`config.mk`:
```
export PLATFORM = sky130hd
export DESIGN_NAME = lpc_io_seq
export DESIGN_NICKNAME = d
export VERILOG_FILES = /design/src/rtl/lpc_io_pkg.sv /design/src/rtl/lpc_gap_timer.sv /design/src/rtl/lpc_sync_mon.sv /design/src/rtl/lpc_io_seq.sv
export SDC_FILE = /design/constraint.sdc
export NUM_CORES = 1
export LEC_CHECK = 0
export ABC_AREA = 1
export BUFFER_PORTS_ARGS = -buffer_cell sky130_fd_sc_hd__buf_2
export CAP_MARGIN = 20
export CORE_UTILIZATION = 47
export CTS_CLUSTER_DIAMETER = 100
export DETAILED_ROUTE_END_ITERATION = 8
export MAX_ROUTING_LAYER = met4
export PLACE_DENSITY = 0.71
export SETUP_SLACK_MARGIN = 0.02
export SYNTH_ARGS = -nofsm -noshare
export SYNTH_HDL_FRONTEND = slang
export SYNTH_SLANG_ARGS = --single-unit
```
`constraint.sdc`:
```
create_clock -name clk -period 2.3 [get_ports clk]
set_clock_uncertainty 0.1 [all_clocks]
set_input_delay 0.115 -clock clk [delete_from_list [all_inputs] [get_ports clk]]
set_output_delay 0.115 -clock clk [all_outputs]
set_load 0.1 [all_outputs]
```
`src/rtl/lpc_io_pkg.sv`:
```
package lpc_io_pkg;
  typedef enum logic [3:0] {
    S_IDLE, S_START, S_CTYP, S_ADDR, S_WDAT, S_TAR1, S_SYNC, S_RDAT, S_TAR2, S_GAP
  } seq_state_t;

  localparam logic [3:0] NIB_START   = 4'h0;
  localparam logic [3:0] NIB_IO_RD   = 4'h0;
  localparam logic [3:0] NIB_IO_WR   = 4'h2;
  localparam logic [3:0] SYNC_READY  = 4'h0;
  localparam logic [3:0] SYNC_WAIT_S = 4'h5;
  localparam logic [3:0] SYNC_WAIT_L = 4'h6;
endpackage

```
`src/rtl/lpc_gap_timer.sv`:
```
module lpc_gap_timer #(
  parameter int MAX_VAL = 54
) (
  input  logic                       clk,
  input  logic                       rst,
  input  logic                       load,
  input  logic [$clog2(MAX_VAL+1)-1:0] load_val,
  input  logic                       run,
  output logic                       done
);
  localparam int GW = $clog2(MAX_VAL + 1);
  logic [GW-1:0] cnt_q;

  always_ff @(posedge clk) begin
    if (rst)                          cnt_q <= '0;
    else if (load)                    cnt_q <= load_val;
    else if (run && cnt_q != '0)      cnt_q <= cnt_q - 1'b1;
  end

  assign done = (cnt_q == '0);
endmodule

```
`src/rtl/lpc_sync_mon.sv`:
```
module lpc_sync_mon
  import lpc_io_pkg::*;
#(
  parameter int LIMIT = 4
) (
  input  logic       clk,
  input  logic       rst,
  input  logic       active,
  input  logic [3:0] lad_in,
  output logic       ready,
  output logic       expired
);
  localparam int MW = $clog2(LIMIT + 1);
  logic [MW-1:0] miss_q;
  logic          hold;
  logic          bad;

  assign ready   = active && (lad_in == SYNC_READY);
  assign hold    = active && (lad_in == SYNC_WAIT_S || lad_in == SYNC_WAIT_L);
  assign bad     = active && !ready && !hold;
  assign expired = bad && (miss_q == MW'(LIMIT - 1));

  always_ff @(posedge clk) begin
    if (rst || !active) miss_q <= '0;
    else if (bad)       miss_q <= miss_q + 1'b1;
    else if (hold)      miss_q <= '0;
  end
endmodule

```
`src/rtl/lpc_io_seq.sv`:
```
module lpc_io_seq
  import lpc_io_pkg::*;
#(
  parameter int ADDR_W     = 16,
  parameter int GAP_SHORT  = 22,
  parameter int GAP_LONG   = 54,
  parameter int GAP_SPLIT  = 2,
  parameter int SYNC_LIMIT = 4
) (
  input  logic              clk,
  input  logic              rst,
  input  logic              cfg_long_gap,
  input  logic              req_valid,
  output logic              req_ready,
  input  logic              req_write,
  input  logic [1:0]        req_size,
  input  logic [ADDR_W-1:0] req_addr,
  input  logic [31:0]       req_wdata,
  output logic              resp_valid,
  output logic [31:0]       resp_rdata,
  output logic              lframe_n,
  output logic [3:0]        lad_out,
  output logic              lad_oe,
  input  logic [3:0]        lad_in
);
  localparam int ADDR_NIBS = ADDR_W / 4;
  localparam int NIB_W     = (ADDR_NIBS > 2) ? $clog2(ADDR_NIBS) : 1;
  localparam int GAP_MAX   = (GAP_LONG > GAP_SHORT) ? GAP_LONG : GAP_SHORT;
  localparam int GW        = $clog2(GAP_MAX + 1);

  seq_state_t        st_q;
  logic [NIB_W-1:0]  nib_q;
  logic [1:0]        byte_q, last_q;
  logic [ADDR_W-1:0] addr_q, addr_sh_q;
  logic [31:0]       wdata_q, rdata_q;
  logic              write_q, long_q, cont_q;
  logic              sync_ready, sync_expired;
  logic              tar2_end, gap_done;
  logic [GW-1:0]     gap_val;

  assign tar2_end = (st_q == S_TAR2) && nib_q[0];
  assign gap_val  = (byte_q != last_q) ? GW'(GAP_SPLIT - 1)
                  : (long_q ? GW'(GAP_LONG - 2) : GW'(GAP_SHORT - 2));

  lpc_gap_timer #(.MAX_VAL(GAP_MAX)) u_gap (
    .clk(clk), .rst(rst), .load(tar2_end), .load_val(gap_val),
    .run(st_q == S_GAP), .done(gap_done)
  );

  lpc_sync_mon #(.LIMIT(SYNC_LIMIT)) u_sync (
    .clk(clk), .rst(rst), .active(st_q == S_SYNC), .lad_in(lad_in),
    .ready(sync_ready), .expired(sync_expired)
  );

  always_ff @(posedge clk) begin
    if (rst) begin
      st_q <= S_IDLE; nib_q <= '0; byte_q <= '0; last_q <= '0;
      addr_q <= '0; addr_sh_q <= '0; wdata_q <= '0; rdata_q <= '0;
      write_q <= 1'b0; long_q <= 1'b0; cont_q <= 1'b0; resp_valid <= 1'b0;
    end else begin
      resp_valid <= 1'b0;
      case (st_q)
        S_IDLE: if (req_valid) begin
          addr_q  <= req_addr;
          wdata_q <= req_wdata;
          write_q <= req_write;
          long_q  <= cfg_long_gap;
          rdata_q <= '0;
          byte_q  <= '0;
          last_q  <= (req_size == 2'b00) ? 2'd0 : (req_size == 2'b01) ? 2'd1 : 2'd3;
          st_q    <= S_START;
        end
        S_START: st_q <= S_CTYP;
        S_CTYP: begin
          addr_sh_q <= addr_q + ADDR_W'(byte_q);
          nib_q     <= '0;
          st_q      <= S_ADDR;
        end
        S_ADDR: begin
          addr_sh_q <= addr_sh_q << 4;
          if (nib_q == NIB_W'(ADDR_NIBS - 1)) begin
            nib_q <= '0;
            st_q  <= write_q ? S_WDAT : S_TAR1;
          end else nib_q <= nib_q + 1'b1;
        end
        S_WDAT, S_TAR1: begin
          if (nib_q[0]) begin
            nib_q <= '0;
            st_q  <= (st_q == S_WDAT) ? S_TAR1 : S_SYNC;
          end else nib_q <= nib_q + 1'b1;
        end
        S_SYNC: begin
          if (sync_ready) begin
            nib_q <= '0;
            st_q  <= write_q ? S_TAR2 : S_RDAT;
          end else if (sync_expired) begin
            if (!write_q) rdata_q[{byte_q, 3'b000} +: 8] <= 8'hFF;
            nib_q <= '0;
            st_q  <= S_TAR2;
          end
        end
        S_RDAT: begin
          rdata_q[{byte_q, nib_q[0], 2'b00} +: 4] <= lad_in;
          if (nib_q[0]) begin
            nib_q <= '0;
            st_q  <= S_TAR2;
          end else nib_q <= nib_q + 1'b1;
        end
        S_TAR2: begin
          if (nib_q[0]) begin
            nib_q <= '0;
            st_q  <= S_GAP;
            if (byte_q == last_q) begin
              resp_valid <= 1'b1;
              cont_q     <= 1'b0;
            end else begin
              byte_q <= byte_q + 1'b1;
              cont_q <= 1'b1;
            end
          end else nib_q <= nib_q + 1'b1;
        end
        S_GAP: if (gap_done) st_q <= cont_q ? S_START : S_IDLE;
        default: st_q <= S_IDLE;
      endcase
    end
  end

  assign req_ready  = (st_q == S_IDLE);
  assign resp_rdata = rdata_q;

  always_comb begin
    lframe_n = 1'b1;
    lad_oe   = 1'b0;
    lad_out  = 4'h0;
    case (st_q)
      S_START: begin lframe_n = 1'b0; lad_oe = 1'b1; lad_out = NIB_START; end
      S_CTYP:  begin lad_oe = 1'b1; lad_out = write_q ? NIB_IO_WR : NIB_IO_RD; end
      S_ADDR:  begin lad_oe = 1'b1; lad_out = addr_sh_q[ADDR_W-1 -: 4]; end
      S_WDAT:  begin lad_oe = 1'b1; lad_out = wdata_q[{byte_q, nib_q[0], 2'b00} +: 4]; end
      default: ;
    endcase
  end
endmodule

```
Yosys cells after proc, flatten, opt, wreduce, memory -nomap -nowiden
Cells that the tools add are included.
- flip-flop bits (word level): 119
- latch bits: 0
- bits in writable memories: 0
- memory bits (read-only): 0
- input bits: 59
- output and inout port bits: 40
- word-level logic and storage cells: 132
- memories kept: 0
- add/subtract/negate cells: 7
- multipliers: 0
- divide/modulo/power cells: 0
- magnitude comparators: 0
- eq/ne operators: 27
- shift-type cells: 5
- muxes and demuxes: 44
- bitwise operators: 2
- reductions and logical operators: 33
- operators with widths (kind ; number):
    32-bit two-way mux ; 4
    32-bit one-hot mux with 3 select lines ; 1
    32-bit bitwise mux ; 2
    4-bit two-way mux ; 9
    4-bit one-hot mux with 9 select lines ; 1
    16-bit one-hot mux with 2 select lines ; 1
    4-bit by 7-bit variable shift with 32-bit output (first input constant) ; 1
    8-bit by 7-bit variable shift with 32-bit output (first input constant) ; 1
    32-bit by 6-bit variable part select with 4-bit output ; 1
    4-bit by 7-bit variable part select with 32-bit output ; 1
    8-bit by 7-bit variable part select with 32-bit output (first input constant) ; 1
    4-bit by 3-bit equality test with 1-bit output (second input constant) ; 6
    6-bit two-way mux ; 4
    2-bit two-way mux ; 11
    2-bit inequality test (second input constant) ; 10
    16-bit by 2-bit adder with 16-bit output ; 1
    5-bit negation with 7-bit output ; 2
    4-bit one-hot mux with 3 select lines ; 1
    4-bit by 2-bit equality test with 1-bit output (second input constant) ; 2
    4-bit equality test (second input constant) ; 2
    4-bit logical NOT ; 2
    2-bit one-hot mux with 4 select lines ; 1
    2-bit nonzero test ; 4
    4-bit OR reduction ; 2
    other kinds (28) ; 47

Logic depth before layout (Yosys ltp)
Gate-level depths: netlist (run 1).
- word-level depth: 9
- gate-level depth with buffers: 15
- mapped depth without buffers: 12

Hierarchy
From an unflattened synthesis (run 1), not the netlist that was laid out.
- cells, all modules: 1010
- area total of the unflattened synthesis: 6650.1 um^2
- by module, submodules not included (module ; instances ; cells an instance ; area an instance (um^2) ; sequential area each (um^2)):
    lpc_io_seq ; 1 ; 908 ; 6003.3 ; 2202.1
    lpc_gap_timer ; 1 ; 68 ; 421.7 ; 120.1
    lpc_sync_mon ; 1 ; 34 ; 225.2 ; 60.1

Worst setup path before layout (run 1)
Ideal clock, no wire load.
- kind: register to output
- from: register st_q[0]
- to: output port lad_out[0]
- arrival: 2.806 ns
- required time: 2.085 ns
- path slack: -0.721 ns
- stages on the path, launching flop included: 5
- path buffers: 0
- path through: dfxtp_1 nand2_1 inv_1 nand2_2 o21ai_0
- longest elaborated chain between the ends: 2
- elaborated cells on any way between the ends: 4
- classes of those cells: eq/ne (3); mux (1)
- ends and longest elaborated chain (what ; RTL line ; RTL):
    start: declaration ; lpc_io_seq.sv:31 ; seq_state_t st_q;
    start signal: assignment ; lpc_io_seq.sv:83 ; st_q <= write_q ? S_WDAT : S_TAR1;
    start signal: assignment ; lpc_io_seq.sv:89 ; st_q <= (st_q == S_WDAT) ? S_TAR1 : S_SYNC;
    start signal: assignment ; lpc_io_seq.sv:95 ; st_q <= write_q ? S_TAR2 : S_RDAT;
    4-bit by 3-bit equality test with 1-bit output or 4-bit by 2-bit equality test with 1-bit output (tied branches) ; lpc_io_seq.sv:135 ; case (st_q)
    4-bit one-hot mux with 3 select lines * ; lpc_io_seq.sv:135 ;
    end: declaration ; lpc_io_seq.sv:22 ; output logic [3:0] lad_out,
Every way passes the cells marked *; elsewhere a longest branch is shown, timed or not.

Final worst setup path (run 1)
- from: register st_q[3]
- to: output port lad_out[1]
Same word-level chain as after synthesis.

==> results.py, run 1 <==
metrics = {
    "routing": {
        "avgRoutedWirePerCell_um": 13.2,
        "remaining_drc_errors": 0,
        "antenna_left": 0,
        "drt_pre_antenna_iters": 7,
        "drtIter0Drc": 430,
        "route.vias.total": 6854,
        "vias_per_cell": 5.07,
        "drt-total-wl_mm": 17.8,
    },
    "setup_path": {
        "r2r_end": "addr_sh_q[8]",
        "end_kind": "output pin",
        "crit_path_max_fanout": 10,
        "rrSetupSlack_ns": 0.23,
        "cpPeakStageDelay_ns": 0.36,
        "startpoint_type": "flip-flop",
        "cp.arrival_ns": 1.91,
        "reg2reg_depth": 12,
        "worstSetupPathType": "flip-flop to output pin",
        "cp_slowest_cell": "dfxtp_2",
        "worst-endpoint-required_ns": 2.09,
        "reg2reg_from": "byte_q[0]",
        "crit_chain": "nor2_4 -> nand2_2 -> clkinvlp_4 -> nand2_1 -> o211ai_1 -> buf_12",
    },
    "synthesis": {
        "synth_cell_types": 32,
        "syn-num-nets": 1098,
        "syn_inst": 1022,
        "synth-warning-count": 0,
        "syn-cell-area_um2": 6520,
        "synth-seq-cells": 119,
        "syn_avg_cell_area_um2": 6.38,
        "ys_seq_area_share_pct": 36.5,
    },
    "placement": {
        "place_hpwl_mm": 11.8,
        "portBuffers": 98,
        "gp_congestion": 0.867,
        "pre_cts_slack_ns": 0.235,
    },
    "clock_tree": {
        "h-tree-depth": 4,
        "cts_root_buf": "clkbuf_16",
        "cts_buffers": 17,
        "worstSkewPairLatency_ns": 0.42,
        "cts_sinks": 119,
        "cts_tree": "done",
        "cts_buffer_depth": 2,
        "clkTransAtPathRegs_ns": 0.05,
        "cts_setup_buffers": 0,
    },
    "grt": {
        "grt_usage_pct": 26.7,
        "grt_max_degree": 78,
        "antenna_found_initial": 0,
        "grt_overflow_total": 0,
        "grt_pass1_vias": 6260,
        "grt_pass1_wl_mm": 29.7,
    },
    "power_and_ir_drop": {
        "p_leak_nw": 3.91,
        "p_int_mw": 6.34,
        "netSwitchingPower_mw": 6.66,
        "ir_worst_vdd_v": 0.000904,
        "p_sw_share_pct": 51.2,
        "p_seq_share_pct": 24.6,
        "p_per_area_nw_per_um2": 1540,
        "power_frac_comb_pct": 54.9,
        "clkPwrFrac_pct": 20.6,
    },
    "run": {
        "max-cap-violations": 0,
    },
    "worst_hold_path": {
        "min_to": "resp_rdata[30]",
        "hp-start": "lad_in[2]",
        "min_path_cells": 5,
        "hold_path_class": "input pin to flip-flop",
    },
    "sta": {
        "worst_pin_slew_ns": 0.492,
        "fin_crit_sh_pct": 92.3,
        "finalSetupViolations": 0,
        "setup_ws_ns": 0.178,
        "grt_setup_unrepaired": "false",
        "fmax_mhz": 471,
        "slew_violations": 0,
        "max-slew-margin-rel_pct": 67.4,
        "fin_crit_ns": 2.12,
        "hold_viol_final": 0,
    },
    "floorplan": {
        "core-area_um2": 13400,
        "ios": 99,
        "die_h_um": 120,
        "num_rows": 42,
        "die-area_um2": 14300,
        "start_util_pct": 48.6,
        "die_x_um": 120,
    },
    "finish": {
        "mostFrequentLayoutCells": "nand2_1, o21ai_0, nor2_1",
        "fin_util_pct": 62.9,
        "fillers": 1230,
        "antenna_cells": 0,
        "area_growth_pct": 29.3,
        "drive_gt1_share_pct": 15.5,
        "nets": 1242,
        "layout_commonest_cell": "nand2_1",
    },
    "run_status": {
        "outcome": "complete, no violations",
    },
}
[worst max-delay path, delay by kind of cell, from the launching register on]
kind                   cells  cell delay [ns]
AO/OA/AOI/OAI              1             0.18
flip-flops                 1             0.36
AND/OR/NAND/NOR            3             0.50
buffers and inverters      2             0.43
[registers in the layout, indices dropped and copies added, names as in the netlist, 2 cells and up]
signal         count
resp_rdata        32
nib_q              2
st_q               4
wdata_q           32
last_q             2
u_gap.cnt_q        6
u_sync.miss_q      3
addr_sh_q         16
byte_q             2
addr_q            16
[routing by layer]
metal | track usage (%) | share of wire, % | wire length, µm
met2 | 41.9 | 46 | 8190
met3 | 4.47 | 5.0 | 893
met1 | 34.2 | 47 | 8380
met4 | 10.9 | 2.1 | 374
met5 | - | 0 | 0
[cells in the mapped netlist, drive strengths merged]
cell type / n / area (µm²)
o21ai: 169 / 846
fa: 1 / 20.0
nand3: 54 / 283
nand4: 6 / 37.5
nand2: 227 / 860
buf: 21 / 135
dfxtp: 119 / 2380
o211ai: 5 / 37.5
ha: 16 / 200
a31oi: 4 / 25.0
clkinv: 1 / 3.75
inv: 119 / 447
a211oi: 1 / 7.51
or2: 4 / 25.0
nor2: 156 / 603
nor3: 5 / 25.0
a32o: 1 / 10.0
xor2: 5 / 43.8
nand3b: 6 / 45.0
clkbuf: 25 / 93.8
a21oi: 74 / 370
nand2b: 1 / 6.26
o22ai: 2 / 12.5
[what timing repair did]
action / in CTS / in global routing
endpoints found under the setup margin: 1 / 3
hold buffers: 52 / 0
endpoints found under the hold margin: 52 / 0
resized for setup: 1 / 3
[power groups by stage]
stage                     logic [mW]  registers, mW  clock network (mW)
after CTS                       7.11           3.18                2.70
final                           7.13           3.19                2.67
after global placement          6.93           3.21                   0
after global routing            7.82           3.27                2.81
after detailed placement        7.01           3.21                   0
after floorplan                 3.91           4.96                   0
[through the flow]
step / power [mW] / TNS (ns) / instances / hold WS (ns) / area [µm²]
after floorplan: 8.87 / -0.0472 / 1022 / 0.150 / 6560
after global placement: 10.1 / 0 / 1271 / 0.239 / 7310
after detailed placement: 10.2 / 0 / 1271 / 0.244 / 7310
after CTS: 13.0 / 0 / 1353 / 0.0591 / 8420
after global routing: 13.9 / 0 / 1353 / 0.0978 / 8430
final: 13.0 / 0 / 1353 / 0.0728 / 8430
[cell type report]
class / instances / area, µm² / share of cell area, %
clock buffer: 21 / 460 / 5.46
clock inverter: 9 / 126 / 1.50
inverter: 120 / 454 / 5.39
multi-input combinational: 737 / 3510 / 41.6
sequential: 119 / 2390 / 28.3
tap: 176 / 220 / 2.61
timing repair buffer: 171 / 1280 / 15.2
[worst max-delay path by stage]
stage | startpoint | to | slack [ns] | cells after the start
2_1_floorplan | st_q[3] | lad_out[1] | -0.05 | 3
3_3_place_gp | byte_q[0] | resp_rdata[5] | 0.29 | 8
3_5_place_dp | byte_q[0] | addr_sh_q[8] | 0.24 | 12
4_1_cts | st_q[0] | lad_out[1] | 0.10 | 7
5_1_grt | byte_q[0] | resp_rdata[10] | 0.02 | 10
6_report | st_q[3] | lad_out[1] | 0.18 | 6
[cells by family (layout without fill, tap and decap cells)]
logic type / count (synthesis) / after routing / synth area share (%)
fa+ha+maj: 17 / 17 / 3.38
compound gates: 256 / 256 / 20.1
simple gates: 459 / 459 / 28.9
buf+inv: 166 / 321 / 10.4
flops: 119 / 119 / 36.5
xor+xnor: 5 / 5 / 0.672
Note: power is estimated with default switching activity, not from simulation.
==> run 2: changes to the inputs <==
- CORE_ASPECT_RATIO: unset -> 0.6
- MAX_ROUTING_LAYER: met4 -> unset
- PLACE_DENSITY: 0.71 -> 0.68
==> run 2 against run 1 <==
Compared with the run above:
- register-to-register slack gained 0.02 ns
- combinational power rose by 0.7%
- sequential share of layout area fell by 0.084 points
- maximum frequency down 3.5%
- worst hold slack got worse by 0.00067 ns
- non-clock buffer count up 2
- global-route usage grew 1.4 points
- power grew 1.1%
- sequential power hardly changed
- wire length grew 9.8%
- die area increased by 0.11%
- largest power group unchanged
==> results.py, run 2 (synthesis gave the netlist of run 1 again) <==
metrics = {
    "finish": {
        "mostFrequentLayoutCells": "nand2_1, o21ai_0, nor2_1",
        "nets": 1244,
        "area_growth_pct": 29.7,
        "fin_util_pct": 64.2,
        "fillers": 1200,
        "layout_commonest_cell": "nand2_1",
        "stdcell_area_um2": 8460,
        "antenna_cells": 0,
        "drive_gt1_share_pct": 16.1,
    },
    "clock_tree": {
        "clkTransAtPathRegs_ns": 0.06,
        "cts_root_buf": "clkbuf_16",
        "cts_buffer_depth": 2,
        "cts_buffers": 17,
        "cts_sinks": 119,
        "worstSkewPairLatency_ns": 0.42,
        "cts_tree": "done",
        "h-tree-depth": 4,
        "cts_setup_buffers": 0,
    },
    "routing": {
        "drtIter0Drc": 596,
        "antenna_left": 0,
        "drt-total-wl_mm": 19.6,
        "drt_pre_antenna_iters": 5,
        "avgRoutedWirePerCell_um": 14.5,
        "remaining_drc_errors": 0,
        "route.vias.total": 6957,
        "vias_per_cell": 5.15,
    },
    "sta": {
        "fin_crit_ns": 2.20,
        "slew_violations": 0,
        "grt_setup_unrepaired": "true",
        "fin_crit_sh_pct": 95.6,
        "tns_ns": 0,
        "finalSetupViolations": 0,
        "fmax_mhz": 455,
        "worst_pin_slew_ns": 0.695,
        "max-slew-margin-rel_pct": 53.6,
        "hold_viol_final": 0,
    },
    "grt": {
        "grt_max_degree": 65,
        "grt_pass1_vias": 6152,
        "grt_overflow_total": 0,
        "antenna_found_initial": 0,
        "grt_usage_pct": 28.1,
        "grt_pass1_wl_mm": 31.4,
    },
    "floorplan": {
        "die_x_um": 154,
        "die_h_um": 93.2,
        "core-area_um2": 13200,
        "num_rows": 32,
        "start_util_pct": 49.5,
        "ios": 99,
        "die-area_um2": 14400,
    },
    "setup_path": {
        "cp.arrival_ns": 1.98,
        "end_kind": "output pin",
        "worst-endpoint-required_ns": 2.09,
        "startpoint_type": "flip-flop",
        "crit_path_max_fanout": 25,
        "worstSetupPathType": "flip-flop to output pin",
    },
    "run": {
        "max-cap-violations": 0,
    },
    "placement": {
        "dpl_cell_area_um2": 7310,
        "portBuffers": 98,
        "gp_congestion": 0.928,
        "place_hpwl_mm": 13.4,
    },
    "run_status": {
        "outcome": "complete, no violations",
    },
    "power_and_ir_drop": {
        "p_per_area_nw_per_um2": 1550,
        "p_leak_nw": 3.91,
        "ir_worst_vdd_v": 0.000952,
    },
    "worst_hold_path": {
        "hold_path_class": "input pin to flip-flop",
    },
}
run 2: worst max-delay path, stage by stage, from the launching register on:
cell	delay, ns
dfxtp_1	0.34
inv_2	0.04
buf_4	0.21
a21oi_1	0.15
o21ai_0	0.13
nand3_1	0.11
nand3_1	0.14
o211ai_1	0.21
buf_12	0.22
run 2: per-layer routing:
metal	routed length [µm]	vias up	track usage, %	part of all wire (%)
met1	9990	3090	42.9	51
met5	0	-	0	0
met3	1750	16	5.33	8.9
met4	140	0	7.50	0.72
li1	-	3578	-	-
met2	7700	273	39.6	39
run 2: path summary, 6_finish.rpt:
check / start / endpoint / slack, ns / depth (start not counted)
setup / recovery: nib_q[0] / lad_out[1] / 0.10 / 8
setup reg to reg: byte_q[0] / resp_rdata[27] / 0.25 / 11
hold / removal: rst / resp_valid / 0.07 / 2
hold reg to reg: wdata_q[11] / wdata_q[11] / 0.36 / 2
run 2: per-stage QoR:
stage	total power [mW]	instances	hold slack, ns	setup slack (ns)
floorplan	8.87	1022	0.150	-0.0472
global placement	10.1	1267	0.238	0.285
detailed placement	10.2	1267	0.243	0.254
CTS	13.1	1351	0.0556	0.0780
global route	14.0	1351	0.0834	0.0183
finish	13.1	1351	0.0721	0.102
run 2: power breakdown:
| group | internal, mW | switching [mW] |
|---|---|---|
| clock network | 1.64 | 1.11 |
| registers | 2.72 | 0.486 |
| logic | 1.81 | 5.37 |
run 2: layout make-up:
| cell class | count | area, µm² | area share (%) |
|---|---|---|---|
| Clock buffer | 17 | 425 | 5.03 |
| Clock inverter | 15 | 181 | 2.15 |
| Inverter | 120 | 454 | 5.37 |
| Multi-Input combinational cell | 737 | 3510 | 41.5 |
| Sequential cell | 119 | 2390 | 28.2 |
| Tap cell | 170 | 213 | 2.52 |
| Timing Repair Buffer | 173 | 1280 | 15.2 |
run 2: what timing repair did:
item                                    CTS  global route
endpoints found under the setup margin    1             6
endpoints found under the hold margin    52             0
gates resized for setup                   1             6
hold buffers                             52             0
==> run 3: changes to the inputs <==
- CORE_MARGIN: unset -> 4
- GPL_ROUTABILITY_DRIVEN: unset -> 0
==> run 3 against run 2 <==
Compared with the run above:
- core utilization is 2.2 points lower
- register-to-register slack got worse by 0.02 ns
- power shrank 1.5%
- flip-flop and latch count is the same
- die area is 11% higher
==> results.py, run 3 (synthesis gave the netlist of run 1 again) <==
metrics = {
    "run_status": {
        "outcome": "complete, no violations",
    },
    "sta": {
        "fin_crit_ns": 2.13,
        "whs_ns": 0.0961,
        "finalSetupViolations": 0,
        "fin_crit_sh_pct": 92.8,
        "worst_pin_slew_ns": 0.519,
        "fmax_mhz": 468,
        "hold_viol_final": 0,
        "grt_setup_unrepaired": "false",
        "max-slew-margin-rel_pct": 65.7,
        "slew_violations": 0,
    },
    "power_and_ir_drop": {
        "p_sw_share_pct": 53.9,
        "power_frac_comb_pct": 55.3,
        "p_leak_nw": 3.90,
        "p_seq_share_pct": 24.6,
        "ir_worst_vdd_v": 0.000874,
        "netSwitchingPower_mw": 6.98,
        "p_per_area_nw_per_um2": 1530,
        "clkPwrFrac_pct": 20.1,
        "p_total_mw": 12.9,
        "p_int_mw": 5.97,
    },
    "floorplan": {
        "core-area_um2": 13600,
        "num_rows": 33,
        "ios": 99,
        "die-area_um2": 15900,
        "die_x_um": 160,
        "die_h_um": 99.2,
        "start_util_pct": 47.8,
    },
    "setup_path": {
        "cpPeakStageDelay_ns": 0.42,
        "cpMostUsedCell": "nand2_1",
        "worst-endpoint-required_ns": 2.09,
        "rrSetupSlack_ns": 0.23,
        "startpoint_type": "flip-flop",
        "crit_path_max_fanout": 8,
        "reg2reg_depth": 11,
        "crit_chain": "nor2_4 -> nand2_1 -> inv_1 -> nor2_1 -> nand2_1 -> buf_2",
        "worst-path-buf-inv": 2,
        "cp.arrival_ns": 1.92,
        "end_kind": "output pin",
        "worstSetupPathType": "flip-flop to output pin",
        "reg2reg_from": "byte_q[0]",
        "path_delay_family": "buffers and inverters",
        "cp_slowest_cell": "buf_2",
        "r2r_end": "addr_sh_q[12]",
    },
    "finish": {
        "mostFrequentLayoutCells": "nand2_1, o21ai_0, nor2_1",
        "stdcell_area_um2": 8440,
        "antenna_cells": 0,
        "instances_no_fill": 1357,
        "layout_commonest_cell": "nand2_1",
        "drive_gt1_share_pct": 16.2,
        "nets": 1245,
        "area_growth_pct": 29.5,
    },
    "routing": {
        "drt_pre_antenna_iters": 5,
        "remaining_drc_errors": 0,
        "avgRoutedWirePerCell_um": 14.1,
        "vias_per_cell": 5.12,
        "drt-total-wl_mm": 19.1,
        "route.vias.total": 6946,
        "antenna_left": 0,
        "drtIter0Drc": 738,
    },
    "grt": {
        "grt_max_degree": 70,
        "grt_pass1_vias": 6273,
        "antenna_found_initial": 0,
        "grt_usage_pct": 24.3,
        "grt_pass1_wl_mm": 31.9,
        "grt_overflow_total": 0,
    },
    "worst_hold_path": {
        "min_to": "addr_sh_q[11]",
        "hold_path_class": "input pin to flip-flop",
        "hp-start": "rst",
        "min_path_cells": 3,
    },
    "placement": {
        "dpl_cell_area_um2": 7290,
        "portBuffers": 98,
        "place_hpwl_mm": 13.1,
        "place_inst": 1270,
    },
    "clock_tree": {
        "worstSkewPairLatency_ns": 0.42,
        "cts_buffers": 17,
        "cts_root_buf": "clkbuf_16",
        "cts_buffer_depth": 2,
        "h-tree-depth": 4,
        "clkTransAtPathRegs_ns": 0.06,
        "cts_tree": "done",
        "cts_sinks": 119,
    },
    "run": {
        "max-cap-violations": 0,
    },
}
==> run 3: power by group through the flow <==
| stage | Clock [mW] | Sequential (mW) | Combinational, mW |
|---|---|---|---|
| CTS | 2.62 | 3.16 | 7.08 |
| detailed placement | 0 | 3.21 | 6.97 |
| global placement | 0 | 3.20 | 6.92 |
| finish | 2.60 | 3.18 | 7.17 |
| floorplan | 0 | 4.96 | 3.91 |
| global route | 2.74 | 3.26 | 7.88 |
==> run 3: how the worst max path moves through the flow <==
stage,end,startpoint,cells after the start
after floorplan,lad_out[1],st_q[3],3
after global placement,addr_sh_q[8],byte_q[0],12
after detailed placement,addr_sh_q[8],byte_q[0],12
after CTS,lad_out[1],st_q[0],7
after global routing,resp_rdata[2],byte_q[0],10
final,lad_oe,st_q[3],6
==> run 3: area by class of cell <==
class / instances / area [µm²]
Clock inverter: 15 / 154
Sequential cell: 119 / 2390
Clock buffer: 17 / 425
Tap cell: 175 / 219
Timing Repair Buffer: 174 / 1280
Fill cell: 1292 / 5180
Multi-Input combinational cell: 737 / 3520
Inverter: 120 / 454
==> run 3: per-stage QoR <==
stage	TNS, ns	utilization [%]	setup slack, ns
2_1_floorplan	-0.0472	-	-0.0472
3_3_place_gp	0	53.5	0.251
3_5_place_dp	0	53.5	0.182
4_1_cts	0	61.6	0.0508
5_1_grt	0	62.0	0.0240
6_report	0	62.0	0.165
==> run 3: timing repair <==
action / 4_1_cts / 5_1_grt
pin swaps: 0 / 1
resized for setup: 1 / 9
setup buffers: 0 / 3
endpoints found under the setup margin: 2 / 14
hold endpoints to repair: 52 / 0
hold buffers: 52 / 0
==> run 3: worst min-delay path: stages <==
cell	delay, ns
buf_2	0.11
buf_4	0.22
nor2_1	0.12
==> run 3: layer usage <==
metal,global-route usage [%],vias to the layer above,wire length (µm)
met5,0,-,0
met4,5.49,0,208
met3,3.98,15,1310
met2,33.8,238,7630
met1,38.7,3101,9940
li1,-,3592,-
